[src/rtl/mbx_pkg.sv]
`timescale 1ns/1ps
package mbx_pkg;
  localparam int HALF_W = 32;
  localparam int WORD_W = 2 * HALF_W;
  localparam int PAY_W  = 48;
  localparam int TAG_W  = WORD_W - PAY_W;
  localparam int BYTE_W = 8;
  localparam int CODE_W = PAY_W - 1;

  localparam logic [7:0] DEV_SYS  = 8'h00;
  localparam logic [7:0] DEV_CON  = 8'h01;
  localparam logic [7:0] CMD_HALT = 8'h00;
  localparam logic [7:0] CMD_GET  = 8'h00;
  localparam logic [7:0] CMD_PUT  = 8'h01;

  typedef enum logic [2:0] {
    ACT_EXIT,
    ACT_ZERO,
    ACT_PEND,
    ACT_PUTC,
    ACT_BAD
  } mbx_act_e;

  typedef struct packed {
    mbx_act_e              act;
    logic [PAY_W-1:0]      resp;
    logic [CODE_W-1:0]     code;
    logic [BYTE_W-1:0]     tx_byte;
  } mbx_dec_t;
endpackage

[src/rtl/mbx_addr_dec.sv]
`timescale 1ns/1ps
module mbx_addr_dec #(
  parameter int               ADDR_W   = 12,
  parameter logic [ADDR_W-1:0] OUT_BASE = 'h000,
  parameter logic [ADDR_W-1:0] IN_BASE  = 'h008
) (
  input  logic [ADDR_W-1:0] addr,
  output logic [3:0]        hit
);
  // slot 0: outbound low, 1: outbound high, 2: inbound low, 3: inbound high
  for (genvar g = 0; g < 4; g++) begin : g_slot
    localparam logic [ADDR_W-1:0] BASE = (g < 2) ? OUT_BASE : IN_BASE;
    localparam logic [ADDR_W-1:0] SLOT = BASE + ADDR_W'(4 * (g % 2));
    assign hit[g] = (addr == SLOT);
  end
endmodule

[src/rtl/mbx_cmd_dec.sv]
`timescale 1ns/1ps
module mbx_cmd_dec
  import mbx_pkg::*;
(
  input  logic [WORD_W-1:0] word,
  output mbx_dec_t          dec
);
  logic [7:0] dev;
  logic [7:0] cmd;

  assign dev = word[63:56];
  assign cmd = word[55:48];

  always_comb begin
    dec.act     = ACT_BAD;
    dec.resp    = '0;
    dec.code    = word[PAY_W-1:1];
    dec.tx_byte = word[BYTE_W-1:0];
    if (dev == DEV_SYS) begin
      if (cmd == CMD_HALT) dec.act = word[0] ? ACT_EXIT : ACT_ZERO;
    end else if (dev == DEV_CON) begin
      if (cmd == CMD_GET) begin
        dec.act = ACT_PEND;
      end else if (cmd == CMD_PUT) begin
        dec.act  = ACT_PUTC;
        dec.resp = {{(PAY_W-BYTE_W-1){1'b0}}, 1'b1, word[BYTE_W-1:0]};
      end
    end
  end
endmodule

[src/rtl/host_mailbox.sv]
`timescale 1ns/1ps
module host_mailbox
  import mbx_pkg::*;
#(
  parameter int                ADDR_W   = 12,
  parameter logic [ADDR_W-1:0] OUT_BASE = 'h000,
  parameter logic [ADDR_W-1:0] IN_BASE  = 'h008
) (
  input  logic               clk,
  input  logic               rst_n,
  input  logic               bus_we,
  input  logic [ADDR_W-1:0]  bus_addr,
  input  logic [HALF_W-1:0]  bus_wdata,
  output logic [HALF_W-1:0]  bus_rdata,
  output logic               con_tx_valid,
  output logic [BYTE_W-1:0]  con_tx_byte,
  input  logic               con_rx_valid,
  input  logic [BYTE_W-1:0]  con_rx_byte,
  output logic               con_rx_ready,
  output logic               exit_valid,
  output logic [CODE_W-1:0]  exit_code,
  output logic               cmd_error
);
  // reset: asserted asynchronously, released after two clocks
  logic [1:0] rsync_q;
  logic       rst_q;
  always_ff @(posedge clk or negedge rst_n) begin
    if (!rst_n) rsync_q <= '0;
    else        rsync_q <= {rsync_q[0], 1'b1};
  end
  assign rst_q = rsync_q[1];

  logic [3:0]        hit;
  logic [WORD_W-1:0] out_q, out_d, in_q, in_d, word_full;
  logic [TAG_W-1:0]  tag_q, tag_d;
  logic              gate_q, gate_d, prog_q, prog_d;
  logic              out_en, in_en, tag_en;
  logic              tx_d, exit_d, err_d;
  logic              wr_olo, wr_ohi, wr_ilo, wr_ihi, commit, touch, rx_take;
  mbx_dec_t          dec;

  mbx_addr_dec #(.ADDR_W(ADDR_W), .OUT_BASE(OUT_BASE), .IN_BASE(IN_BASE)) u_adec (
    .addr (bus_addr),
    .hit  (hit)
  );

  assign word_full = {bus_wdata, out_q[HALF_W-1:0]};

  mbx_cmd_dec u_cdec (
    .word (word_full),
    .dec  (dec)
  );

  assign wr_olo  = bus_we & hit[0];
  assign wr_ohi  = bus_we & hit[1];
  assign wr_ilo  = bus_we & hit[2];
  assign wr_ihi  = bus_we & hit[3];
  assign commit  = wr_ohi & gate_q;
  assign touch   = bus_we & (|hit);
  assign con_rx_ready = (in_q == '0) & ~prog_q & ~touch;
  assign rx_take = con_rx_valid & con_rx_ready;

  // next-state
  always_comb begin
    out_d  = out_q;
    in_d   = in_q;
    tag_d  = tag_q;
    gate_d = gate_q;
    prog_d = prog_q;
    out_en = 1'b0;
    in_en  = 1'b0;
    tag_en = 1'b0;
    tx_d   = 1'b0;
    exit_d = 1'b0;
    err_d  = 1'b0;
    if (wr_olo) begin
      if (out_q == '0) begin
        gate_d = 1'b1;
        out_d  = {{HALF_W{1'b0}}, bus_wdata};
        out_en = 1'b1;
      end else begin
        gate_d = 1'b0;
      end
    end
    if (commit) begin
      gate_d = 1'b0;
      out_d  = '0;
      out_en = 1'b1;
      case (dec.act)
        ACT_EXIT: begin
          in_d   = {word_full[WORD_W-1:PAY_W], dec.resp};
          in_en  = 1'b1;
          exit_d = 1'b1;
        end
        ACT_ZERO: begin
          in_d  = {word_full[WORD_W-1:PAY_W], dec.resp};
          in_en = 1'b1;
        end
        ACT_PEND: begin
          tag_d  = word_full[WORD_W-1:PAY_W];
          tag_en = 1'b1;
        end
        ACT_PUTC: begin
          in_d  = {word_full[WORD_W-1:PAY_W], dec.resp};
          in_en = 1'b1;
          tx_d  = 1'b1;
        end
        default: err_d = 1'b1;
      endcase
    end
    if (wr_ilo) begin
      prog_d = 1'b1;
      in_d   = {{HALF_W{1'b0}}, bus_wdata};
      in_en  = 1'b1;
    end
    if (wr_ihi) begin
      prog_d = 1'b0;
      in_d   = {bus_wdata, in_q[HALF_W-1:0]};
      in_en  = 1'b1;
    end
    if (rx_take) begin
      in_d  = {tag_q, {(PAY_W-BYTE_W-1){1'b0}}, 1'b1, con_rx_byte};
      in_en = 1'b1;
    end
  end

  // registers
  always_ff @(posedge clk or negedge rst_q) begin
    if (!rst_q) begin
      out_q        <= '0;
      in_q         <= '0;
      tag_q        <= '0;
      gate_q       <= 1'b0;
      prog_q       <= 1'b0;
      con_tx_valid <= 1'b0;
      con_tx_byte  <= '0;
      exit_valid   <= 1'b0;
      exit_code    <= '0;
      cmd_error    <= 1'b0;
    end else begin
      if (out_en) out_q <= out_d;
      if (in_en)  in_q  <= in_d;
      if (tag_en) tag_q <= tag_d;
      gate_q       <= gate_d;
      prog_q       <= prog_d;
      con_tx_valid <= tx_d;
      exit_valid   <= exit_d;
      cmd_error    <= err_d;
      if (tx_d)   con_tx_byte <= dec.tx_byte;
      if (exit_d) exit_code   <= dec.code;
    end
  end

  always_comb begin
    unique case (1'b1)
      hit[0]:  bus_rdata = out_q[HALF_W-1:0];
      hit[1]:  bus_rdata = out_q[WORD_W-1:HALF_W];
      hit[2]:  bus_rdata = in_q[HALF_W-1:0];
      hit[3]:  bus_rdata = in_q[WORD_W-1:HALF_W];
      default: bus_rdata = '0;
    endcase
  end

  AST_LO_REJECT: assert property (@(posedge clk) disable iff (!rst_q)
    (wr_olo && out_q != '0) |=> ($stable(out_q) && !gate_q));
  AST_OUT_CLEAR: assert property (@(posedge clk) disable iff (!rst_q)
    commit |=> (out_q == '0));
  AST_TX_AFTER_COMMIT: assert property (@(posedge clk) disable iff (!rst_q)
    con_tx_valid |-> $past(bus_we && hit[1] && gate_q));
  AST_RX_LOAD: assert property (@(posedge clk) disable iff (!rst_q)
    rx_take |=> (in_q[8] && in_q[7:0] == $past(con_rx_byte)));
  AST_PULSE_EXCL: assert property (@(posedge clk) disable iff (!rst_q)
    $onehot0({con_tx_valid, exit_valid, cmd_error}));
  AST_ERR_HOLD: assert property (@(posedge clk) disable iff (!rst_q)
    cmd_error |-> (in_q == $past(in_q)));
endmodule

[config.mk]
export PLATFORM = sky130hd
export DESIGN_NAME = host_mailbox
export DESIGN_NICKNAME = d
export VERILOG_FILES = /design/src/rtl/mbx_pkg.sv /design/src/rtl/mbx_addr_dec.sv /design/src/rtl/mbx_cmd_dec.sv /design/src/rtl/host_mailbox.sv
export SDC_FILE = /design/constraint.sdc
export NUM_CORES = 1
export LEC_CHECK = 0
export BUFFER_PORTS_ARGS = -buffer_cell sky130_fd_sc_hd__clkbuf_2
export CAP_MARGIN = 10
export CORE_UTILIZATION = 45
export CTS_BUF_LIST = sky130_fd_sc_hd__clkbuf_4
export DETAILED_ROUTE_END_ITERATION = 6
export PLACE_DENSITY_LB_ADDON = 0.08
export SYNTH_ARGS = -nofsm -noshare
export SYNTH_HDL_FRONTEND = slang
export SYNTH_SLANG_ARGS = --single-unit
[constraint.sdc]
create_clock -name clk -period 6.2 [get_ports clk]
set_input_delay 1.86 -clock clk [delete_from_list [all_inputs] [get_ports clk]]
set_output_delay 1.86 -clock clk [all_outputs]
set_load 0.01 [all_outputs]
==> impl_results.md <==
* Worst-case hold slack at 365 ps
* Latest clock arrival within the worst-skew pair at 580 ps
* Clock slew seen by the registers of the worst setup and hold paths at 150 ps
* Worst Tran Pin Value at 1060 ps
* Count of maximum capacitance violations at 0
* Number of sinks driven by the clock tree at 174
* Number of antenna violations at the first check in global routing at 1
* Die height at 133 microns
* Core outline area at 0.0167 sq mm
* Total Routing Usage GR at 0.257
* Area of the die at 0.0177 sq mm
* Dominant cell type by count on the critical path: sky130_fd_sc_hd__clkbuf_2
* Largest net degree at the start of global routing at 71
* Fraction of synthesized cell area taken by the top area cell type at 0.563
* PwrDens at 224 mW/mm^2
* Worst EP required at 4340 ps
* Avg Cell Area, Syn at 11.8 sq um
* Final hold viol count at 0
* Number of global-route vias before repair at 6046
* Number of design rule violations left after detail routing at 0
* Path depth of the worst reg2reg path at 6
* Peak clock frequency supported by timing at 178 MHz
* Crit path largest cell delay at 640 ps
* I/O pins at 147
* CP Data Arrival Time at 3750 ps
* First-pass GRT wire length at 34400 microns
* Buffer depth of the longest clock path at 2
* Accumulated negative setup slack at 0 ps
* Worst path cell trace: clkbuf_2 > nor4_1 > and3_1 > nand2_1 > buf_4 > o21ai_0 > clkbuf_2
* Routed length per placed instance at 21.3 microns
* Kind of capture point of the worst setup path: output port
* Dpl cells at 990
* Fillers at 1534
* Cell count after synthesis at 656
* Post-route minimum period at 5610 ps
* Most area-consuming cells after synthesis: sky130_fd_sc_hd__dfrtp_1 (56%), sky130_fd_sc_hd__a22o_1 (6.2%), sky130_fd_sc_hd__mux2_2 (5.4%)
* Worst IR Drop VDD at 0.100 mV
* Leakage Power at 4.69 nW
* Worst slew margin relative to its limit at 0.288
* Area of the multi-input gates at 0.00314 sq mm
* Number of buffers added for setup after CTS at 0
* First-pass iteration count of the detailed router at 5
* Number of clock buffers inserted by TritonCTS at 17
* Via total after detailed routing at 5915
* Start-to-end type of the worst setup path: in -> out
* Number of levels the H-tree was split into at 4
* Crit Reg-Reg Endpoint: in_q[2]$_DFFE_PN0P_
* Global-route congestion overflow total at 0
* Startpoint of the most critical register-to-register path: in_q[2]$_DFFE_PN0P_
* Setup slack of the most critical reg-to-reg path at 3710 ps
* Clock root buffer master: sky130_fd_sc_hd__clkbuf_4
* Critical path startpoint category: primary input
* Pins Over Slew Limit at 0
* Clock Skew at 32.0 ps
* Period utilisation layout at 0.904
* Final-stage net count at 845
* Die W at 133 microns
* Syn nets at 712
* Area overhead of the layout relative to synthesis at 15.7%
* Final wirelength at 21800 microns
* Unrepaired setup endpoints after global routing: false
* CP max stage cell: sky130_fd_sc_hd__nor4_1
* Path type of the worst min-delay path: reg -> async
* Post-CTS Hold Buffers at 0
* Share of the yosys chip area belonging to registers at 0.563
* Filler-free cell count of the finished design at 1023
* Yosys synthesis warning count at 0
* # resized after CTS at 0
* Input/output buffers at 146
* Initial standard-cell utilization of the core at 0.463
* Register bit count reported by yosys at 174
* Register Area at 0.00436 sq mm
* TritonCTS clock tree: yes
* Final Util at 0.536
* Last weighted congestion value of the routability-driven placer at 0.839
* Post-route ant nets at 0
* Cell Rows at 47
* Source of the critical timing path: bus_addr[5]
* Placed wire-length estimate after detailed placement at 14800 microns
* Outcome: finished, final reports clean
* Top fanout value on the critical path at 19
* Number of DRC markers after the initial detailed-route iteration at 403
* Vias per std cell at 5.78
* Netlist Area Pre-Place at 0.00774 sq mm
* Largest area contributor in the synthesized netlist: sky130_fd_sc_hd__dfrtp_1
* Final setup vio count at 0
* CP endpoint: bus_rdata[26]
* Fraction of final layout cells sized beyond drive strength 1 at 0.300
* Number of distinct library cells after synthesis at 43
## registers in the layout (all words and copies together), names as in the netlist
| signal | cells |
|---|---|
| in_q | 64 |
| prog_q | 1 |
| exit_valid | 1 |
| rsync_q | 2 |
| out_q | 32 |
| exit_code | 47 |
| gate_q | 1 |
| con_tx_byte | 8 |
| cmd_error | 1 |
| con_tx_valid | 1 |
| tag_q | 16 |
## critical path: cells and delay by family
family,cells,cell delay (ps)
AO/OA/AOI/OAI,1,300
buffers and inverters,3,480
AND/OR/NAND/NOR,3,1090
## how the worst min path moves through the flow
stage,startpoint,cells after the start,to
detailed placement,rsync_q[0]$_DFF_PN0_,0,rsync_q[1]$_DFF_PN0_
global route,rsync_q[0]$_DFF_PN0_,0,rsync_q[1]$_DFF_PN0_
CTS,rsync_q[0]$_DFF_PN0_,0,rsync_q[1]$_DFF_PN0_
global placement,rsync_q[0]$_DFF_PN0_,0,rsync_q[1]$_DFF_PN0_
floorplan,rsync_q[0]$_DFF_PN0_,0,rsync_q[1]$_DFF_PN0_
finish,rsync_q[1]$_DFF_PN0_,0,in_q[28]$_DFFE_PN0P_
## layer usage
| metal | up-vias | wire (microns) | part of all wire | GRT usage |
|---|---|---|---|---|
| met5 | - | 0 | 0 | 0 |
| met4 | 0 | 528 | 0.024 | 0.100 |
| met3 | 35 | 1260 | 0.058 | 0.0453 |
| met2 | 241 | 10000 | 0.46 | 0.390 |
| met1 | 2953 | 9970 | 0.46 | 0.366 |
| li1 | 2686 | - | - | - |
## cells in the mapped netlist, drive strengths merged
cell / number
a21boi: 1
a21oi: 9
a221o: 16
a22o: 55
a311o: 1
a31o: 1
a31oi: 2
a32o: 8
and2: 17
and3: 18
and3b: 1
and4: 4
and4b: 1
buf: 12
clkbuf: 37
conb: 1
dfrtp: 174
inv: 11
mux2: 56
mux2i: 41
nand2: 70
nand2b: 2
nand3: 18
nand4: 6
nor2: 5
nor2b: 16
nor3: 3
nor4: 28
nor4b: 1
o21ai: 33
o31ai: 1
or2: 1
or4: 3
or4b: 1
or4bb: 1
xor2: 1
## report_power, final
| group | internal [W] | total (W) | switching [W] | leakage [nW] |
|---|---|---|---|---|
| logic | 0.0000653 | 0.000154 | 0.0000887 | 2.13 |
| clock network | 0.000255 | 0.000641 | 0.000386 | 0.148 |
| registers | 0.00117 | 0.00121 | 0.0000387 | 2.41 |
## stage by stage
stage | worst slack (ps) | power (W) | cell area [sq um]
3_5_place_dp | 704 | 0.00138 | 8670
4_1_cts | 685 | 0.00202 | 8950
6_report | 595 | 0.00200 | 8950
5_1_grt | 464 | 0.00208 | 8950
2_1_floorplan | 993 | 0.00131 | 7740
3_3_place_gp | 773 | 0.00138 | 8670
## cell families after synthesis
kind of cell,share of synthesized area
flops,0.563
xor+xnor,0.00113
buf+inv,0.0343
other cells,0.000485
compound gates,0.126
simple gates,0.141
mux,0.135
## layout by cell type, fill, tap and decap left out, types with 2 or more instances in the layout
master	count
sky130_fd_sc_hd__a21oi_1	9
sky130_fd_sc_hd__a221o_1	16
sky130_fd_sc_hd__a22o_1	55
sky130_fd_sc_hd__a32o_1	8
sky130_fd_sc_hd__and2_1	17
sky130_fd_sc_hd__and3_1	18
sky130_fd_sc_hd__and4_1	3
sky130_fd_sc_hd__buf_4	17
sky130_fd_sc_hd__bufinv_16	2
sky130_fd_sc_hd__clkbuf_2	146
sky130_fd_sc_hd__clkbuf_4	21
sky130_fd_sc_hd__clkinv_1	2
sky130_fd_sc_hd__clkinv_2	2
sky130_fd_sc_hd__clkinv_4	3
sky130_fd_sc_hd__clkinvlp_4	2
sky130_fd_sc_hd__dfrtp_1	173
sky130_fd_sc_hd__inv_1	11
sky130_fd_sc_hd__mux2_1	19
sky130_fd_sc_hd__mux2_2	37
sky130_fd_sc_hd__mux2i_1	41
sky130_fd_sc_hd__nand2_1	70
sky130_fd_sc_hd__nand2b_1	2
sky130_fd_sc_hd__nand3_1	18
sky130_fd_sc_hd__nand4_1	6
sky130_fd_sc_hd__nor2_1	5
sky130_fd_sc_hd__nor2b_1	16
sky130_fd_sc_hd__nor3_1	2
sky130_fd_sc_hd__nor4_1	26
sky130_fd_sc_hd__o21ai_0	33
sky130_fd_sc_hd__or4_4	2
## final cells by class
type | count | share of cell area
flip-flops and latches | 174 | 0.487
clock inverters | 11 | 0.0133
diodes | 1 | 0.000280
clock buffers | 21 | 0.0176
repair buffers | 163 | 0.0959
well taps | 220 | 0.0307
inverters | 11 | 0.00461
multi-input cells | 422 | 0.351
Power figures use the tool's default switching activity.
